File: src/rtl/phc_pkg.sv
package phc_pkg;

   localparam int unsigned BUS_W = 32;
   localparam int unsigned ADR_W = 2;

   // register addresses
   localparam logic [ADR_W-1:0] ADR_RATE  = 2'd0;
   localparam logic [ADR_W-1:0] ADR_TLO   = 2'd1;
   localparam logic [ADR_W-1:0] ADR_THI   = 2'd2;
   localparam logic [ADR_W-1:0] ADR_CMD   = 2'd3;

   // command word bit positions (decoded by neighbouring blocks)
   localparam int unsigned CB_VALID   = 31;
   localparam int unsigned CB_SSTART  = 30;
   localparam int unsigned CB_SSTOP   = 29;
   localparam int unsigned CB_PSTART  = 28;
   localparam int unsigned CB_PSTOP   = 27;
   localparam int unsigned CB_CLEAR   = 3;
   localparam int unsigned CB_CORR    = 2;
   localparam int unsigned CB_ADD     = 0;

   typedef struct packed {
      logic valid;
      logic sched_start;
      logic sched_stop;
      logic pin_start;
      logic pin_stop;
      logic clear;
      logic corr;
      logic add;
   } cmd_fields_t;

   typedef struct packed {
      logic sched_start;
      logic sched_stop;
      logic pin_start;
      logic pin_stop;
   } cmd_pulse_t;

endpackage

File: src/rtl/phc_rate_accum.sv
module phc_rate_accum #(
   parameter int unsigned         RATE_W   = 32,
   parameter logic [RATE_W-1:0]   TRIM_LIM = 32'h0418_9374,
   parameter bit                  CLAMP_EN = 1'b1
) (
   input  logic              clk,
   input  logic              rst_n,
   input  logic              rate_we_i,
   input  logic [RATE_W-1:0] rate_wdata_i,
   input  logic              acc_clr_i,
   output logic [RATE_W-1:0] rate_o,
   output logic [1:0]        inc_o
);

   localparam int unsigned       FRAC_W   = RATE_W - 1;
   localparam logic [RATE_W-1:0] RATE_NOM = {1'b1, {FRAC_W{1'b0}}};
   localparam logic [RATE_W-1:0] RATE_LO  = RATE_NOM - TRIM_LIM;
   localparam logic [RATE_W-1:0] RATE_HI  = RATE_NOM + TRIM_LIM;

   if (RATE_W < 8) begin : g_w_chk
      $error("phc_rate_accum: RATE_W too small");
   end
   if (TRIM_LIM >= RATE_NOM) begin : g_lim_chk
      $error("phc_rate_accum: TRIM_LIM must be below the nominal rate");
   end

   logic [RATE_W-1:0] rate_q;
   logic [RATE_W-1:0] rate_next;
   logic [FRAC_W-1:0] frac_q;
   logic [RATE_W:0]   acc_sum;

   generate
      if (CLAMP_EN) begin : g_clamp
         always_comb begin
            if (rate_wdata_i < RATE_LO)      rate_next = RATE_LO;
            else if (rate_wdata_i > RATE_HI) rate_next = RATE_HI;
            else                             rate_next = rate_wdata_i;
         end
      end else begin : g_pass
         assign rate_next = rate_wdata_i;
      end
   endgenerate

   assign acc_sum = {2'b00, frac_q} + {1'b0, rate_q};
   assign inc_o   = acc_sum[RATE_W:RATE_W-1];
   assign rate_o  = rate_q;

   always_ff @(posedge clk or negedge rst_n) begin
      if (!rst_n) begin
         rate_q <= RATE_NOM;
         frac_q <= '0;
      end else begin
         if (rate_we_i) rate_q <= rate_next;
         if (acc_clr_i) frac_q <= '0;
         else           frac_q <= acc_sum[FRAC_W-1:0];
      end
   end


   rate_window_chk: assert property (@(posedge clk) disable iff (!rst_n)
      CLAMP_EN |-> (rate_q >= RATE_LO && rate_q <= RATE_HI));

endmodule

File: src/rtl/phc_cmd_decode.sv
module phc_cmd_decode
   import phc_pkg::*;
(
   input  logic        clk,
   input  logic        rst_n,
   input  logic        cmd_we_i,
   input  cmd_fields_t cmd_f_i,
   output cmd_pulse_t  pulses_o,
   output logic        add_mode_o,
   output logic        corr_ts_o,
   output logic        clr_o
);

   logic       accept;
   cmd_pulse_t pulses_q;
   logic       add_q;
   logic       corr_q;

   assign accept = cmd_we_i && cmd_f_i.valid;
   assign clr_o  = accept && cmd_f_i.clear;

   always_ff @(posedge clk or negedge rst_n) begin
      if (!rst_n) begin
         pulses_q <= '0;
         add_q    <= 1'b0;
         corr_q   <= 1'b0;
      end else begin
         pulses_q.sched_start <= accept && cmd_f_i.sched_start;
         pulses_q.sched_stop  <= accept && cmd_f_i.sched_stop;
         pulses_q.pin_start   <= accept && cmd_f_i.pin_start;
         pulses_q.pin_stop    <= accept && cmd_f_i.pin_stop;
         if (accept) begin
            add_q  <= cmd_f_i.add;
            corr_q <= cmd_f_i.corr;
         end
      end
   end

   assign pulses_o   = pulses_q;
   assign add_mode_o = add_q;
   assign corr_ts_o  = corr_q;


   pulse_cause_chk: assert property (@(posedge clk) disable iff (!rst_n)
      (|pulses_q) |-> $past(cmd_we_i && cmd_f_i.valid));


   invalid_ignored_chk: assert property (@(posedge clk) disable iff (!rst_n)
      (cmd_we_i && !cmd_f_i.valid) |=> ($stable(add_q) && $stable(corr_q) && pulses_q == '0));

endmodule

File: src/rtl/phc_time_core.sv
module phc_time_core #(
   parameter int unsigned CNT_W  = 64,
   parameter int unsigned WORD_W = 32
) (
   input  logic              clk,
   input  logic              rst_n,
   input  logic [1:0]        inc_i,
   input  logic              clr_i,
   input  logic              stage_we_i,
   input  logic              commit_we_i,
   input  logic              add_mode_i,
   input  logic [WORD_W-1:0] word_i,
   output logic [CNT_W-1:0]  cnt_o
);

   localparam int unsigned HI_W = CNT_W - WORD_W;

   if (CNT_W <= WORD_W || HI_W > WORD_W) begin : g_w_chk
      $error("phc_time_core: CNT_W must be between WORD_W+1 and 2*WORD_W");
   end

   logic [WORD_W-1:0] stage_q;
   logic [CNT_W-1:0]  cnt_q;
   logic [CNT_W-1:0]  cnt_d;
   logic [CNT_W-1:0]  stepped;
   logic [CNT_W-1:0]  operand;

   assign stepped = cnt_q + CNT_W'(inc_i);
   assign operand = {word_i[HI_W-1:0], stage_q};

   always_comb begin
      cnt_d = stepped;
      if (clr_i)            cnt_d = '0;
      else if (commit_we_i) cnt_d = add_mode_i ? (stepped + operand) : operand;
   end

   always_ff @(posedge clk or negedge rst_n) begin
      if (!rst_n) begin
         stage_q <= '0;
         cnt_q   <= '0;
      end else begin
         if (stage_we_i) stage_q <= word_i;
         cnt_q <= cnt_d;
      end
   end

   assign cnt_o = cnt_q;


   clear_zero_chk: assert property (@(posedge clk) disable iff (!rst_n)
      clr_i |=> (cnt_q == '0));


   step_bound_chk: assert property (@(posedge clk) disable iff (!rst_n)
      (!clr_i && !commit_we_i) |=> ((cnt_q - $past(cnt_q)) <= CNT_W'(2)));

endmodule

File: src/rtl/phc_trim_clock.sv
module phc_trim_clock
   import phc_pkg::*;
#(
   parameter int unsigned         CNT_W    = 64,
   parameter int unsigned         RATE_W   = 32,
   parameter logic [RATE_W-1:0]   TRIM_LIM = 32'h0418_9374,
   parameter bit                  CLAMP_EN = 1'b1
) (
   input  logic              clk,
   input  logic              rst_n,
   input  logic              bus_wr,
   input  logic [ADR_W-1:0]  bus_addr,
   input  logic [BUS_W-1:0]  bus_wdata,
   output logic [BUS_W-1:0]  bus_rdata,
   output logic [CNT_W-1:0]  time_o,
   output logic              sched_start_o,
   output logic              sched_stop_o,
   output logic              pin_start_o,
   output logic              pin_stop_o,
   output logic              corr_ts_o,
   output logic              add_mode_o
);

   localparam logic [RATE_W-1:0] RATE_NOM = {1'b1, {(RATE_W-1){1'b0}}};

   if (RATE_W > BUS_W) begin : g_rate_chk
      $error("phc_trim_clock: RATE_W wider than the register port");
   end
   if (CNT_W != 2 * BUS_W) begin : g_cnt_chk
      $error("phc_trim_clock: CNT_W must span two register words");
   end

   logic              we_rate, we_lo, we_hi, we_cmd;
   logic [RATE_W-1:0] rate_w;
   logic [1:0]        inc_w;
   logic              clr_w;
   cmd_fields_t       cmd_f;
   cmd_pulse_t        pulses_w;
   logic [CNT_W-1:0]  cnt_w;

   assign we_rate = bus_wr && (bus_addr == ADR_RATE);
   assign we_lo   = bus_wr && (bus_addr == ADR_TLO);
   assign we_hi   = bus_wr && (bus_addr == ADR_THI);
   assign we_cmd  = bus_wr && (bus_addr == ADR_CMD);

   assign cmd_f.valid       = bus_wdata[CB_VALID];
   assign cmd_f.sched_start = bus_wdata[CB_SSTART];
   assign cmd_f.sched_stop  = bus_wdata[CB_SSTOP];
   assign cmd_f.pin_start   = bus_wdata[CB_PSTART];
   assign cmd_f.pin_stop    = bus_wdata[CB_PSTOP];
   assign cmd_f.clear       = bus_wdata[CB_CLEAR];
   assign cmd_f.corr        = bus_wdata[CB_CORR];
   assign cmd_f.add         = bus_wdata[CB_ADD];

   phc_rate_accum #(
      .RATE_W   (RATE_W),
      .TRIM_LIM (TRIM_LIM),
      .CLAMP_EN (CLAMP_EN)
   ) u_rate (
      .clk          (clk),
      .rst_n        (rst_n),
      .rate_we_i    (we_rate),
      .rate_wdata_i (bus_wdata[RATE_W-1:0]),
      .acc_clr_i    (clr_w),
      .rate_o       (rate_w),
      .inc_o        (inc_w)
   );

   phc_cmd_decode u_cmd (
      .clk        (clk),
      .rst_n      (rst_n),
      .cmd_we_i   (we_cmd),
      .cmd_f_i    (cmd_f),
      .pulses_o   (pulses_w),
      .add_mode_o (add_mode_o),
      .corr_ts_o  (corr_ts_o),
      .clr_o      (clr_w)
   );

   phc_time_core #(
      .CNT_W  (CNT_W),
      .WORD_W (BUS_W)
   ) u_core (
      .clk         (clk),
      .rst_n       (rst_n),
      .inc_i       (inc_w),
      .clr_i       (clr_w),
      .stage_we_i  (we_lo),
      .commit_we_i (we_hi),
      .add_mode_i  (add_mode_o),
      .word_i      (bus_wdata),
      .cnt_o       (cnt_w)
   );

   always_comb begin
      bus_rdata = '0;
      case (bus_addr)
         ADR_RATE: bus_rdata = BUS_W'(rate_w);
         ADR_TLO:  bus_rdata = cnt_w[BUS_W-1:0];
         ADR_THI:  bus_rdata = cnt_w[CNT_W-1:BUS_W];
         default:  bus_rdata = BUS_W'({corr_ts_o, 1'b0, add_mode_o});
      endcase
   end

   assign time_o        = cnt_w;
   assign sched_start_o = pulses_w.sched_start;
   assign sched_stop_o  = pulses_w.sched_stop;
   assign pin_start_o   = pulses_w.pin_start;
   assign pin_stop_o    = pulses_w.pin_stop;


   nominal_step_chk: assert property (@(posedge clk) disable iff (!rst_n)
      (rate_w == RATE_NOM && !bus_wr) |=> (time_o == $past(time_o) + CNT_W'(1)));

endmodule

File: config.mk
export PLATFORM = sky130hd
export DESIGN_NAME = phc_trim_clock
export DESIGN_NICKNAME = d
export VERILOG_FILES = /design/src/rtl/phc_pkg.sv /design/src/rtl/phc_rate_accum.sv /design/src/rtl/phc_cmd_decode.sv /design/src/rtl/phc_time_core.sv /design/src/rtl/phc_trim_clock.sv
export SDC_FILE = /design/constraint.sdc
export NUM_CORES = 1
export LEC_CHECK = 0
export BUFFER_PORTS_ARGS = -buffer_cell sky130_fd_sc_hd__buf_2
export CAP_MARGIN = 10
export CORE_ASPECT_RATIO = 1.2
export CORE_MARGIN = 5
export CORE_UTILIZATION = 45
export CTS_CLUSTER_DIAMETER = 40
export DETAILED_ROUTE_END_ITERATION = 8
export PLACE_DENSITY = 0.65
export SKIP_CTS_REPAIR_TIMING = 1
export SYNTH_ARGS = -nofsm -noshare
export SYNTH_HDL_FRONTEND = slang
export SYNTH_SLANG_ARGS = --single-unit
export TNS_END_PERCENT = 10
File: constraint.sdc
create_clock -name clk -period 19.66 [get_ports clk]
set_clock_uncertainty 0.15 [all_clocks]
set_input_delay 2.949 -clock clk [delete_from_list [all_inputs] [get_ports clk]]
set_output_delay 2.949 -clock clk [all_outputs]
set_load 0.01 [all_outputs]
==> summary.md, run 1 <==
| Metric | Value |
|---|---|
| Yosys cell types | 96 |
| Core Area | 31,400 um^2 |
| ANT cells | 0 |
| Average size of a mapped cell | 8.25 um^2 |
| Max Cap Viol | 0 |
| Register clock-pin slew on the reported worst setup and hold paths | 80 ps |
| Clock power frac | 13.8% |
| Area Growth Syn to Fin | 10.9% |
| Post-route ant nets | 0 |
| Number of buffers created by CTS | 17 |
| Most frequent cells after synthesis | nand2_1 (191), dfrtp_1 (164), a21oi_1 (158) |
| Async SR Flop Fraction | 100% |
| Hold Violations, Final | 0 |
| P_int | 1.28 mW |
| Max IR drop VDD | 0.0810 mV |
| Ranking of synthesized cells by area | dfrtp_1 (29%), ha_1 (8.9%), a21oi_1 (5.5%) |
| Yosys reg bits | 165 |
| First-pass GRT wire length | 85.8 mm |
| Syn nets | 1,870 |
| Most common cell on crit path | nand2_1 |
| Setup violators final | 0 |
| Total GRT Usage | 31.4% |
| CTS tree | built |
| Placed cell count | 2,190 |
| Worst min path class | reg2reg |
| Critical path capture point type | flip-flop |
| Worst Tran Pin Value | 1190 ps |
| Share of the synthesized area in the top cell type | 28.8% |
| Row count | 71 |
| Clock Sinks | 165 |
| Post-Synthesis Cells | 1,729 |
| Leak pwr | 7.01 nW |
| Fmax | 0.104 GHz |
| Final Core Density | 50.4% |
| Final cell count without fillers | 2,222 |
| Layout cell share with drive strength beyond 1 | 14.4% |
| Post-synthesis sequential area ratio | 29.0% |
| # port buffers | 138 |
| Hold path start | u_rate.rate_o[12] |
| CP startpoint kind | flip-flop |
| Final worst path period need | 9580 ps |
| Clock latency on the worst-skew pair | 460 ps |
| R2R Path Start | u_rate.rate_o[1] |
| Setup_tns | 0 ps |
| Filler Cell Count | 3,057 |
| Die area | 35,400 um^2 |
| Cell Area, Synth | 14,300 um^2 |
| Routability cong. | 1.01 |
| Post-synth EDFFs | 0 |
| Clock root cell | clkbuf_16 |
| Critical Path Source | u_rate.rate_o[1] |
| Sw frac | 50.8% |
| Drt wl/cell | 26.0 um |
| RSZ-0062 raised after global routing | false |
| Remaining global-route overflow | 0 |
| Die X | 173 um |
| Die H | 205 um |
| Routed WL | 57.8 mm |
| Critical Path RT | 19,900 ps |
| Slew Viols, Final | 0 |
| Rel. slew slack | 20.6% |
| Buf/Inv on CP | 2 |
| Most frequent cell after synthesis | nand2_1 |
| Drt drc | 0 |
| Vias/cell | 6.39 |
| Yosys top cell by area | dfrtp_1 |
| Pwr Total | 2.60 mW |
| Largest net degree at the start of global routing | 106 |
| Critical Path AT | 9820 ps |
| CP top delay family | compound AO/OA/AOI/OAI gates |
| Initial DRC Count | 1,553 |
| IO Count | 139 |
| Clock Path Buffers | 2 |
| Slowest CP cell | a2111oi_1 |
| Seq pwr share | 24.0% |
| Vias in the first global route | 13,444 |
| Final period util | 48.7% |
| Combinational power share | 62.2% |
| Via count | 14,204 |
| H-tree level count | 4 |
| Pwr per Cell Area | 164 nW/um^2 |
| Crit-path max cell delay | 770 ps |
| Initial DRT Pass Iterations | 8 |
| Synth warn | 0 |
| Critical path class | reg2reg |
| # nets final | 1,949 |
| Outcome | finished, final reports clean |
| Initial antenna violation count | 2 |
| Initial Utilization | 45.5% |
| Maximum fanout along the worst path | 8 |
| Switching pwr | 1.32 mW |
| Hpwl dp | 43.5 mm |
| Top FF cell, synth | dfrtp_1 |
[power groups by stage]
stage,Combinational (mW),Sequential [mW],Clock [mW]
final,1.62,0.624,0.359
after global routing,1.77,0.631,0.374
after CTS,1.59,0.617,0.362
after detailed placement,1.58,0.623,0
after global placement,1.57,0.622,0
after floorplan,1.16,0.571,0
[logic make-up after synthesis]
group                      Yosys count  share of synthesized area (%)
AOI/OAI and AO/OA                  530                           24.2
xor gates and xnor gates           139                           8.54
adders and majority gates          104                           9.28
buffers and inverters              135                           3.87
DFF                                165                           29.0
muxes                               82                           6.22
and+or+nand+nor                    574                           19.0
[worst register-to-register path, delay by kind of cell (launching register included)]
family	cells	cell delay [ps]
buf+inv	2	250
compound gates	15	4400
simple gates	9	2330
xor+xnor	2	310
fa+ha+maj	4	1430
mux	1	240
flops	1	440
[stage by stage]
stage / setup WS, ps / area (um^2) / hold slack [ps]
4_1_cts: 10250 / 15800 / 368
2_1_floorplan: 11800 / 14300 / 316
6_report: 10080 / 15800 / 363
3_3_place_gp: 10490 / 15200 / 347
5_1_grt: 9560 / 15800 / 399
3_5_place_dp: 10350 / 15200 / 349
[cell type report]
type / count / area, um^2 / share of cell area (%)
multi-input combinational: 1429 / 9610 / 60.7
timing repair buffer: 155 / 825 / 5.21
sequential: 165 / 4130 / 26.1
clock buffer: 17 / 425 / 2.69
tap: 401 / 502 / 3.17
inverter: 40 / 150 / 0.949
clock inverter: 15 / 180 / 1.14
[routing by layer]
layer	track usage (%)	vias up	wire length, um
met2	49.8	679	25800
met4	13.6	2	2750
met1	42.4	6972	24500
met3	5.39	117	4700
li1	-	6434	-
met5	0	-	7
[final timing paths]
kind	to	cells after the start	slack, ps
worst max-delay path	u_core.cnt_o[57]	33	10080
worst min-delay path	u_rate.rate_o[12]	2	360
worst max register to register	u_core.cnt_o[57]	33	10080
worst min register to register	u_rate.rate_o[12]	2	360
max in group asynchronous	u_cmd.add_mode_o	2	15370
min in group asynchronous	u_rate.frac_q[29]	1	2490
[registers in the layout, summed over array words and instances (netlist names)]
name and cells:
u_rate.frac_q 31, u_cmd.corr_ts_o 1, u_rate.rate_o 32, u_cmd.pulses_o 4
u_core.stage_q 32, u_cmd.add_mode_o 1, u_core.cnt_o 64
[layout by cell type, fill, tap and decap left out, types with 15 or more instances in the layout]
cell	netlist	layout
clkbuf_16	0	17
nand2_1	191	191
o21a_1	16	16
o21ai_0	117	117
mux2i_1	47	47
buf_2	2	137
a211oi_1	33	33
mux2_2	32	32
buf_4	3	17
nor3_1	39	38
and4_1	16	16
o21bai_1	19	19
and2_1	16	15
xor2_1	50	50
nand3_1	39	39
a21oi_1	158	158
nand4_1	40	40
inv_1	39	39
ha_1	101	101
xnor2_1	89	89
o21ai_1	27	27
and3_1	18	18
dfrtp_1	164	163
nor2_1	154	153
a21o_1	57	57
(Power assumes the default switching activity.)
==> inputs of run 2 (changes only) <==
--- a/config.mk
+++ b/config.mk
@@ -5,6 +5,7 @@
 export SDC_FILE = /design/constraint.sdc
 export NUM_CORES = 1
 export LEC_CHECK = 0
+export ABC_AREA = 1
 export BUFFER_PORTS_ARGS = -buffer_cell sky130_fd_sc_hd__buf_2
 export CAP_MARGIN = 10
 export CORE_ASPECT_RATIO = 1.2
@@ -12,7 +13,7 @@
 export CORE_UTILIZATION = 45
 export CTS_CLUSTER_DIAMETER = 40
 export DETAILED_ROUTE_END_ITERATION = 8
-export PLACE_DENSITY = 0.65
+export PLACE_DENSITY = 0.67
 export SKIP_CTS_REPAIR_TIMING = 1
 export SYNTH_ARGS = -nofsm -noshare
 export SYNTH_HDL_FRONTEND = slang
==> constraint.sdc (replaced) <==
create_clock -name clk -period 8.4 [get_ports clk]
set_clock_uncertainty 0.15 [all_clocks]
set_input_delay 1.26 -clock clk [delete_from_list [all_inputs] [get_ports clk]]
set_output_delay 1.26 -clock clk [all_outputs]
set_load 0.01 [all_outputs]
==> run 2 against run 1 <==
Non-clock buffer count fell by 7; power rose by 130%; maximum frequency rose by 34%; clock-buffer cell count rose by 2; wire length rose by 37%; die area rose by 16%; setup slack got worse by 8800 ps; register-to-register slack got worse by 8800 ps; synthesized cell count rose by 56%; clock power rose by 130%; combinational power rose by 140%; via count rose by 34%; critical endpoint is now u_core.cnt_o[59]; largest cell class unchanged.
==> summary.md, run 2 <==
| Metric | Value |
|---|---|
| Outcome | finished, final reports clean (unchanged) |
| Largest net degree at the start of global routing | 99 (was 106) |
| Crit-path max cell delay | 510 ps (was 770 ps) |
| Via count | 19,059 (was 14,204) |
| Max FFs per register | 64 (unchanged) |
| Hold Violations, Final | 0 (unchanged) |
| Most frequent cell after synthesis | nand2_1 (unchanged) |
| Critical Path RT | 8620 ps (was 19,900 ps) |
| Initial DRT Pass Iterations | 6 (was 8) |
| Number of buffers created by CTS | 17 (unchanged) |
| Core Area | 36,700 um^2 (was 31,400 um^2) |
| Synth warn | 0 (unchanged) |
| Row count | 77 (was 71) |
| Post-route ant nets | 0 (unchanged) |
| Most frequent cells after synthesis | nand2_1 (794), inv_1 (424), nor2_1 (265) (was nand2_1 (191), dfrtp_1 (164), a21oi_1 (158)) |
| Rel. slew slack | 30.0% (was 20.6%) |
| Fmax | 0.140 GHz (was 0.104 GHz) |
| Top FF cell, synth | dfrtp_1 (unchanged) |
| Cell Area, Synth | 16,600 um^2 (was 14,300 um^2) |
| Routability cong. | 1.08 (was 1.01) |
| Total GRT Usage | 37.8% (was 31.4%) |
| Initial antenna violation count | 0 (was 2) |
| Reg area | 4130 um^2 (unchanged) |
| Clock root cell | clkbuf_16 (unchanged) |
| Commonest non-fill, non-tap cells in the layout | nand2_1 (793), inv_1 (423), nor2_1 (265) (was nand2_1 (191), dfrtp_1 (163), a21oi_1 (158)) |
| Yosys cell types | 55 (was 96) |
| Final worst path period need | 7130 ps (was 9580 ps) |
| Hpwl dp | 64.6 mm (was 43.5 mm) |
| Area Growth Syn to Fin | 10.2% (was 10.9%) |
| Critical path class | reg2reg (unchanged) |
| Post-Synthesis Cells | 2,694 (was 1,729) |
| Final cell count without fillers | 3,291 (was 2,222) |
| Post-synth EDFFs | 0 (unchanged) |
| Setup_tns | 0 ps (unchanged) |
| RSZ-0062 raised after global routing | false (unchanged) |
| Max IR drop VDD | 0.172 mV (was 0.0810 mV) |
| Critical Path AT | 7350 ps (was 9820 ps) |
| Layout cell share with drive strength beyond 1 | 8.98% (was 14.4%) |
| Vias in the first global route | 18,111 (was 13,444) |
| IO Count | 139 (unchanged) |
| Worst Tran Pin Value | 1050 ps (was 1190 ps) |
| Most common cell on crit path | nand2_1 (unchanged) |
| Setup violators final | 0 (unchanged) |
| CP startpoint kind | flip-flop (unchanged) |
| Die X | 185 um (was 173 um) |
| Average size of a mapped cell | 6.16 um^2 (was 8.25 um^2) |
| Clock Sinks | 165 (unchanged) |
| # nets final | 2,946 (was 1,949) |
| Multi-input gate area | 10,600 um^2 (was 9610 um^2) |
| Placed cell count | 3,260 (was 2,190) |
| Yosys reg bits | 165 (unchanged) |
| Leak pwr | 9.48 nW (was 7.01 nW) |
| Yosys top cell by area | dfrtp_1 (unchanged) |
| Share of the synthesized area in the top cell type | 24.7% (was 28.8%) |
| Vias/cell | 5.79 (was 6.39) |
| Post-synthesis sequential area ratio | 24.9% (was 29.0%) |
| Commonest non-fill, non-tap cell in the layout | nand2_1 (unchanged) |
| Initial DRC Count | 1,899 (was 1,553) |
| Initial Utilization | 45.2% (was 45.5%) |
| Critical path capture point type | flip-flop (unchanged) |
| ANT cells | 0 (unchanged) |
| First-pass GRT wire length | 114 mm (was 85.8 mm) |
| H-tree level count | 4 (unchanged) |
| Routed WL | 79.0 mm (was 57.8 mm) |
| Die H | 220 um (was 205 um) |
| Drt wl/cell | 24.0 um (was 26.0 um) |
| Final period util | 84.9% (was 48.7%) |
| Clock Path Buffers | 2 (unchanged) |
| Slowest CP cell | a21oi_1 (was a2111oi_1) |
| Worst min path class | reg2reg (unchanged) |
| Remaining global-route overflow | 0 (unchanged) |
| Clock latency on the worst-skew pair | 460 ps (about the same) |
| Syn nets | 2,835 (was 1,870) |
| Register clock-pin slew on the reported worst setup and hold paths | 70 ps (was 80 ps) |
| CTS tree | built (unchanged) |
| Drt drc | 0 (unchanged) |
| Pwr per Cell Area | 331 nW/um^2 (was 164 nW/um^2) |
| Filler Cell Count | 3,939 (was 3,057) |
| Max Cap Viol | 0 (unchanged) |
| Maximum fanout along the worst path | 5 (was 8) |
| Slew Viols, Final | 0 (unchanged) |
| Ranking of synthesized cells by area | dfrtp_1 (25%), nand2_1 (18%), inv_1 (9.6%) (was dfrtp_1 (29%), ha_1 (8.9%), a21oi_1 (5.5%)) |
| Die area | 40,900 um^2 (was 35,400 um^2) |
| Async SR Flop Fraction | 100% (unchanged) |
| # port buffers | 138 (unchanged) |
## run 2: cell types whose count changed after synthesis, moves of 32 or more
cell | before | now
a21o_1 | 57 | 9
o21ai_0 | 117 | 164
nand2_1 | 191 | 794
a211oi_1 | 33 | 1
mux2i_1 | 47 | 0
a21oi_1 | 158 | 233
inv_1 | 39 | 424
xnor2_1 | 89 | 25
nor2_1 | 154 | 265
nand3_1 | 39 | 115
## run 2: cells by family (layout without fill, tap and decap cells)
kind of cell	after synthesis	count (layout)	share of synthesized area, %
AND/OR/NAND/NOR	1337	1337	33.9
flip-flops	165	165	24.9
multiplexers	4	4	0.271
XOR/XNOR	82	82	4.37
adder cells (fa/ha/maj)	104	104	7.97
AO/OA/AOI/OAI	511	511	17.3
buffers and inverters	491	614	11.3
## run 2: worst paths after layout
kind | startpoint | end | slack, ps | cells after the start
hold reg to reg | u_core.stage_q[0] | u_core.stage_q[0] | 370 | 2
min in group asynchronous | rst_n | u_core.cnt_o[3] | 800 | 1
setup reg to reg | u_rate.rate_o[0] | u_core.cnt_o[59] | 1270 | 34
hold / removal | u_core.stage_q[0] | u_core.stage_q[0] | 370 | 2
setup / recovery | u_rate.rate_o[0] | u_core.cnt_o[59] | 1270 | 34
max in group asynchronous | rst_n | u_rate.frac_q[12] | 5650 | 2
## run 2: metal layers
metal  up-vias  part of all wire (%)  GRT usage [%]
met4         2                   7.8           24.7
met5         -                  0.13           1.94
met3       221                   8.9           6.25
li1       8920                     -              -
met2      1092                    45           60.3
met1      8824                    38           47.1
## run 2: worst max-delay path, delay by kind of cell (launching register included)
kind	cells	cell delay, ps
buf+inv	4	370
xor+xnor	1	270
fa+ha+maj	4	1330
compound gates	5	1240
simple gates	20	3260
flops	1	400
## run 2: per-stage QoR
stage | util (%) | hold WS, ps | total power, mW | worst slack, ps | instance area [um^2]
CTS | 49.9 | 373 | 5.95 | 1320 | 18300
global route | 49.9 | 400 | 6.49 | 885 | 18300
finish | 49.9 | 370 | 6.06 | 1270 | 18300
floorplan | - | 325 | 3.80 | 3550 | 16600
global placement | 48.3 | 346 | 5.10 | 1330 | 17700
detailed placement | 48.3 | 356 | 5.14 | 1340 | 17700
## run 2: layout make-up
class,instances,share of cell area (%)
inverters,435,8.92
clock buffers,19,2.42
clock inverters,12,0.650
multi-input cells,2038,58.0
repair buffers,148,4.22
well taps,474,3.24
flip-flops and latches,165,22.6
## run 2: power by group
part	switching [mW]	leakage, nW	internal, mW
logic	2.65	7.27	1.23
registers	0.331	1.93	1.04
clock network	0.388	0.273	0.421
total	3.37	9.48	2.69
==> inputs of run 3 (changes only) <==
--- a/config.mk
+++ b/config.mk
@@ -13,7 +13,7 @@
 export CORE_UTILIZATION = 45
 export CTS_CLUSTER_DIAMETER = 40
 export DETAILED_ROUTE_END_ITERATION = 8
-export PLACE_DENSITY = 0.67
+export PLACE_DENSITY = 0.65
 export SKIP_CTS_REPAIR_TIMING = 1
 export SYNTH_ARGS = -nofsm -noshare
 export SYNTH_HDL_FRONTEND = slang
==> constraint.sdc (replaced) <==
create_clock -name clk -period 7.35 [get_ports clk]
set_clock_uncertainty 0.15 [all_clocks]
set_input_delay 1.1025 -clock clk [delete_from_list [all_inputs] [get_ports clk]]
set_output_delay 1.1025 -clock clk [all_outputs]
set_load 0.01 [all_outputs]
==> run 3 against run 2 <==
Utilization increased by 0.11 points; combinational power rose by 14%; non-clock buffer count unchanged; setup slack worse by 680 ps; clock-buffer cell count stayed put; first-iteration DRC count grew 4.8%; largest cell class unchanged.
==> summary.md, run 3 (synthesis gave the netlist of run 2 again) <==
| Metric | Value |
|---|---|
| Critical Path RT | 7580 ps (was 8620 ps) |
| Max Cap Viol | 0 (unchanged) |
| Commonest non-fill, non-tap cells in the layout | nand2_1 (793), inv_1 (423), nor2_1 (265) (unchanged) |
| Leak pwr | 9.49 nW (was 9.48 nW) |
| Die X | 185 um (unchanged) |
| Final instance area | 18,300 um^2 (about the same) |
| Max FFs per register | 64 (unchanged) |
| Hold_ws | 378 ps (was 370 ps) |
| Largest net degree at the start of global routing | 66 (was 99) |
| Remaining global-route overflow | 0 (unchanged) |
| DP Area | 17,700 um^2 (unchanged) |
| Layout cell share with drive strength beyond 1 | 9.08% (was 8.98%) |
| Clock root cell | clkbuf_16 (unchanged) |
| Commonest non-fill, non-tap cell in the layout | nand2_1 (unchanged) |
| Area Growth Syn to Fin | 10.5% (was 10.2%) |
| Initial Utilization | 45.2% (unchanged) |
| Setup_tns | 0 ps (unchanged) |
| Clock Path Buffers | 2 (unchanged) |
| Initial DRC Count | 1,991 (was 1,899) |
| RSZ-0062 raised after global routing | false (unchanged) |
| Critical Path AT | 6980 ps (was 7350 ps) |
| # port buffers | 138 (unchanged) |
| Critical path capture point type | flip-flop (unchanged) |
| Slowest CP cell | dfrtp_1 (was a21oi_1) |
| ANT cells | 0 (unchanged) |
| Post-route ant nets | 0 (unchanged) |
| Initial DRT Pass Iterations | 9 (was 6) |
| Die area | 40,900 um^2 (unchanged) |
| Setup ws final | 592 ps (was 1270 ps) |
| Fmax | 0.148 GHz (was 0.140 GHz) |
| Pwr Total | 6.97 mW (was 6.06 mW) |
| Most common cell on crit path | nand2_1 (unchanged) |
| First-pass GRT wire length | 115 mm (was 114 mm) |
| CP startpoint kind | flip-flop (unchanged) |
| R2R Path Start | u_rate.rate_o[0] (unchanged) |
| CP top delay family | simple AND/OR/NAND/NOR gates (unchanged) |
| Number of buffers created by CTS | 17 (unchanged) |
| Clock latency on the worst-skew pair | 470 ps (was 460 ps) |
| Vias in the first global route | 18,375 (was 18,111) |
| Filler Cell Count | 3,881 (was 3,939) |
| Total GRT Usage | 38.1% (was 37.8%) |
| Pre-CTS setup slack | 526 ps (was 1340 ps) |
| Vias/cell | 5.78 (was 5.79) |
| Hpwl dp | 64.9 mm (was 64.6 mm) |
| Final period util | 91.9% (was 84.9%) |
| Die H | 220 um (unchanged) |
| Crit-path max cell delay | 400 ps (was 510 ps) |
| Core Area | 36,700 um^2 (unchanged) |
| Register clock-pin slew on the reported worst setup and hold paths | 70 ps (about the same) |
| Hold path start | u_core.stage_q[7] (was u_core.stage_q[0]) |
| Outcome | finished, final reports clean (unchanged) |
| Worst min path class | reg2reg (unchanged) |
| Routed WL | 78.7 mm (was 79.0 mm) |
| Final worst path period need | 6760 ps (was 7130 ps) |
| Placed cell count | 3,260 (unchanged) |
| CTS tree | built (unchanged) |
| Initial antenna violation count | 2 (was 0) |
| Final Core Density | 50.0% (was 49.9%) |
| Via count | 19,039 (was 19,059) |
| Routability cong. | 1.07 (was 1.08) |
| Hold Violations, Final | 0 (unchanged) |
| Row count | 77 (unchanged) |
| Multi-input gate area | 10,600 um^2 (about the same) |
| Critical Path Source | u_rate.rate_o[0] (unchanged) |
| Clock Sinks | 165 (unchanged) |
| Slew Viols, Final | 0 (unchanged) |
| Drt wl/cell | 23.9 um (was 24.0 um) |
| Critical path class | reg2reg (unchanged) |
| Drt drc | 0 (unchanged) |
| IO Count | 139 (unchanged) |
| Max IR drop VDD | 0.205 mV (was 0.172 mV) |
| Pwr per Cell Area | 380 nW/um^2 (was 331 nW/um^2) |
| Reg area | 4130 um^2 (unchanged) |
| Final cell count without fillers | 3,292 (was 3,291) |
| Worst Tran Pin Value | 1050 ps (about the same) |
| Maximum fanout along the worst path | 5 (unchanged) |
| H-tree level count | 4 (unchanged) |
| Buf/Inv on CP | 4 (unchanged) |
| # nets final | 2,946 (unchanged) |
| Rel. slew slack | 29.5% (was 30.0%) |
| Setup violators final | 0 (unchanged) |
run 3: area by class of cell:
cell class / instances / area share, %
Multi-Input combinational cell: 2038 / 57.9
Sequential cell: 165 / 22.5
Inverter: 435 / 8.90
Timing Repair Buffer: 148 / 4.21
Tap cell: 474 / 3.23
Clock buffer: 19 / 2.47
Clock inverter: 13 / 0.798
run 3: layer usage:
layer / routed length (um) / global-route usage [%] / up-vias / share of wire (%)
met5: 7 / 0 / - / 0.0089
met4: 6000 / 24.1 / 2 / 7.6
met3: 6510 / 6.68 / 219 / 8.3
met2: 35500 / 60.9 / 1040 / 45
met1: 30700 / 47.5 / 8862 / 39
li1: - / - / 8916 / -
run 3: path summary, 6_finish.rpt:
kind,to,slack (ps),cells after the start
hold reg to reg,u_core.stage_q[7],380,2
max in group asynchronous,u_core.cnt_o[38],5290,2
setup reg to reg,u_core.cnt_o[59],590,34
setup / recovery,u_core.cnt_o[59],590,34
min in group asynchronous,u_cmd.add_mode_o,480,1
hold / removal,u_core.stage_q[7],380,2
run 3: worst register-to-register path, delay by kind of cell, from the launching register on:
family | cells | cell delay (ps)
simple gates | 20 | 2980
fa+ha+maj | 4 | 1310
compound gates | 5 | 1140
buf+inv | 4 | 380
flops | 1 | 400
xor+xnor | 1 | 330
run 3: power breakdown:
group          internal [mW]  total, mW  switching [mW]
sequential              1.19       1.57           0.378
combinational           1.41       4.44            3.03
clock                  0.523      0.955           0.431
total                   3.12       6.97            3.84
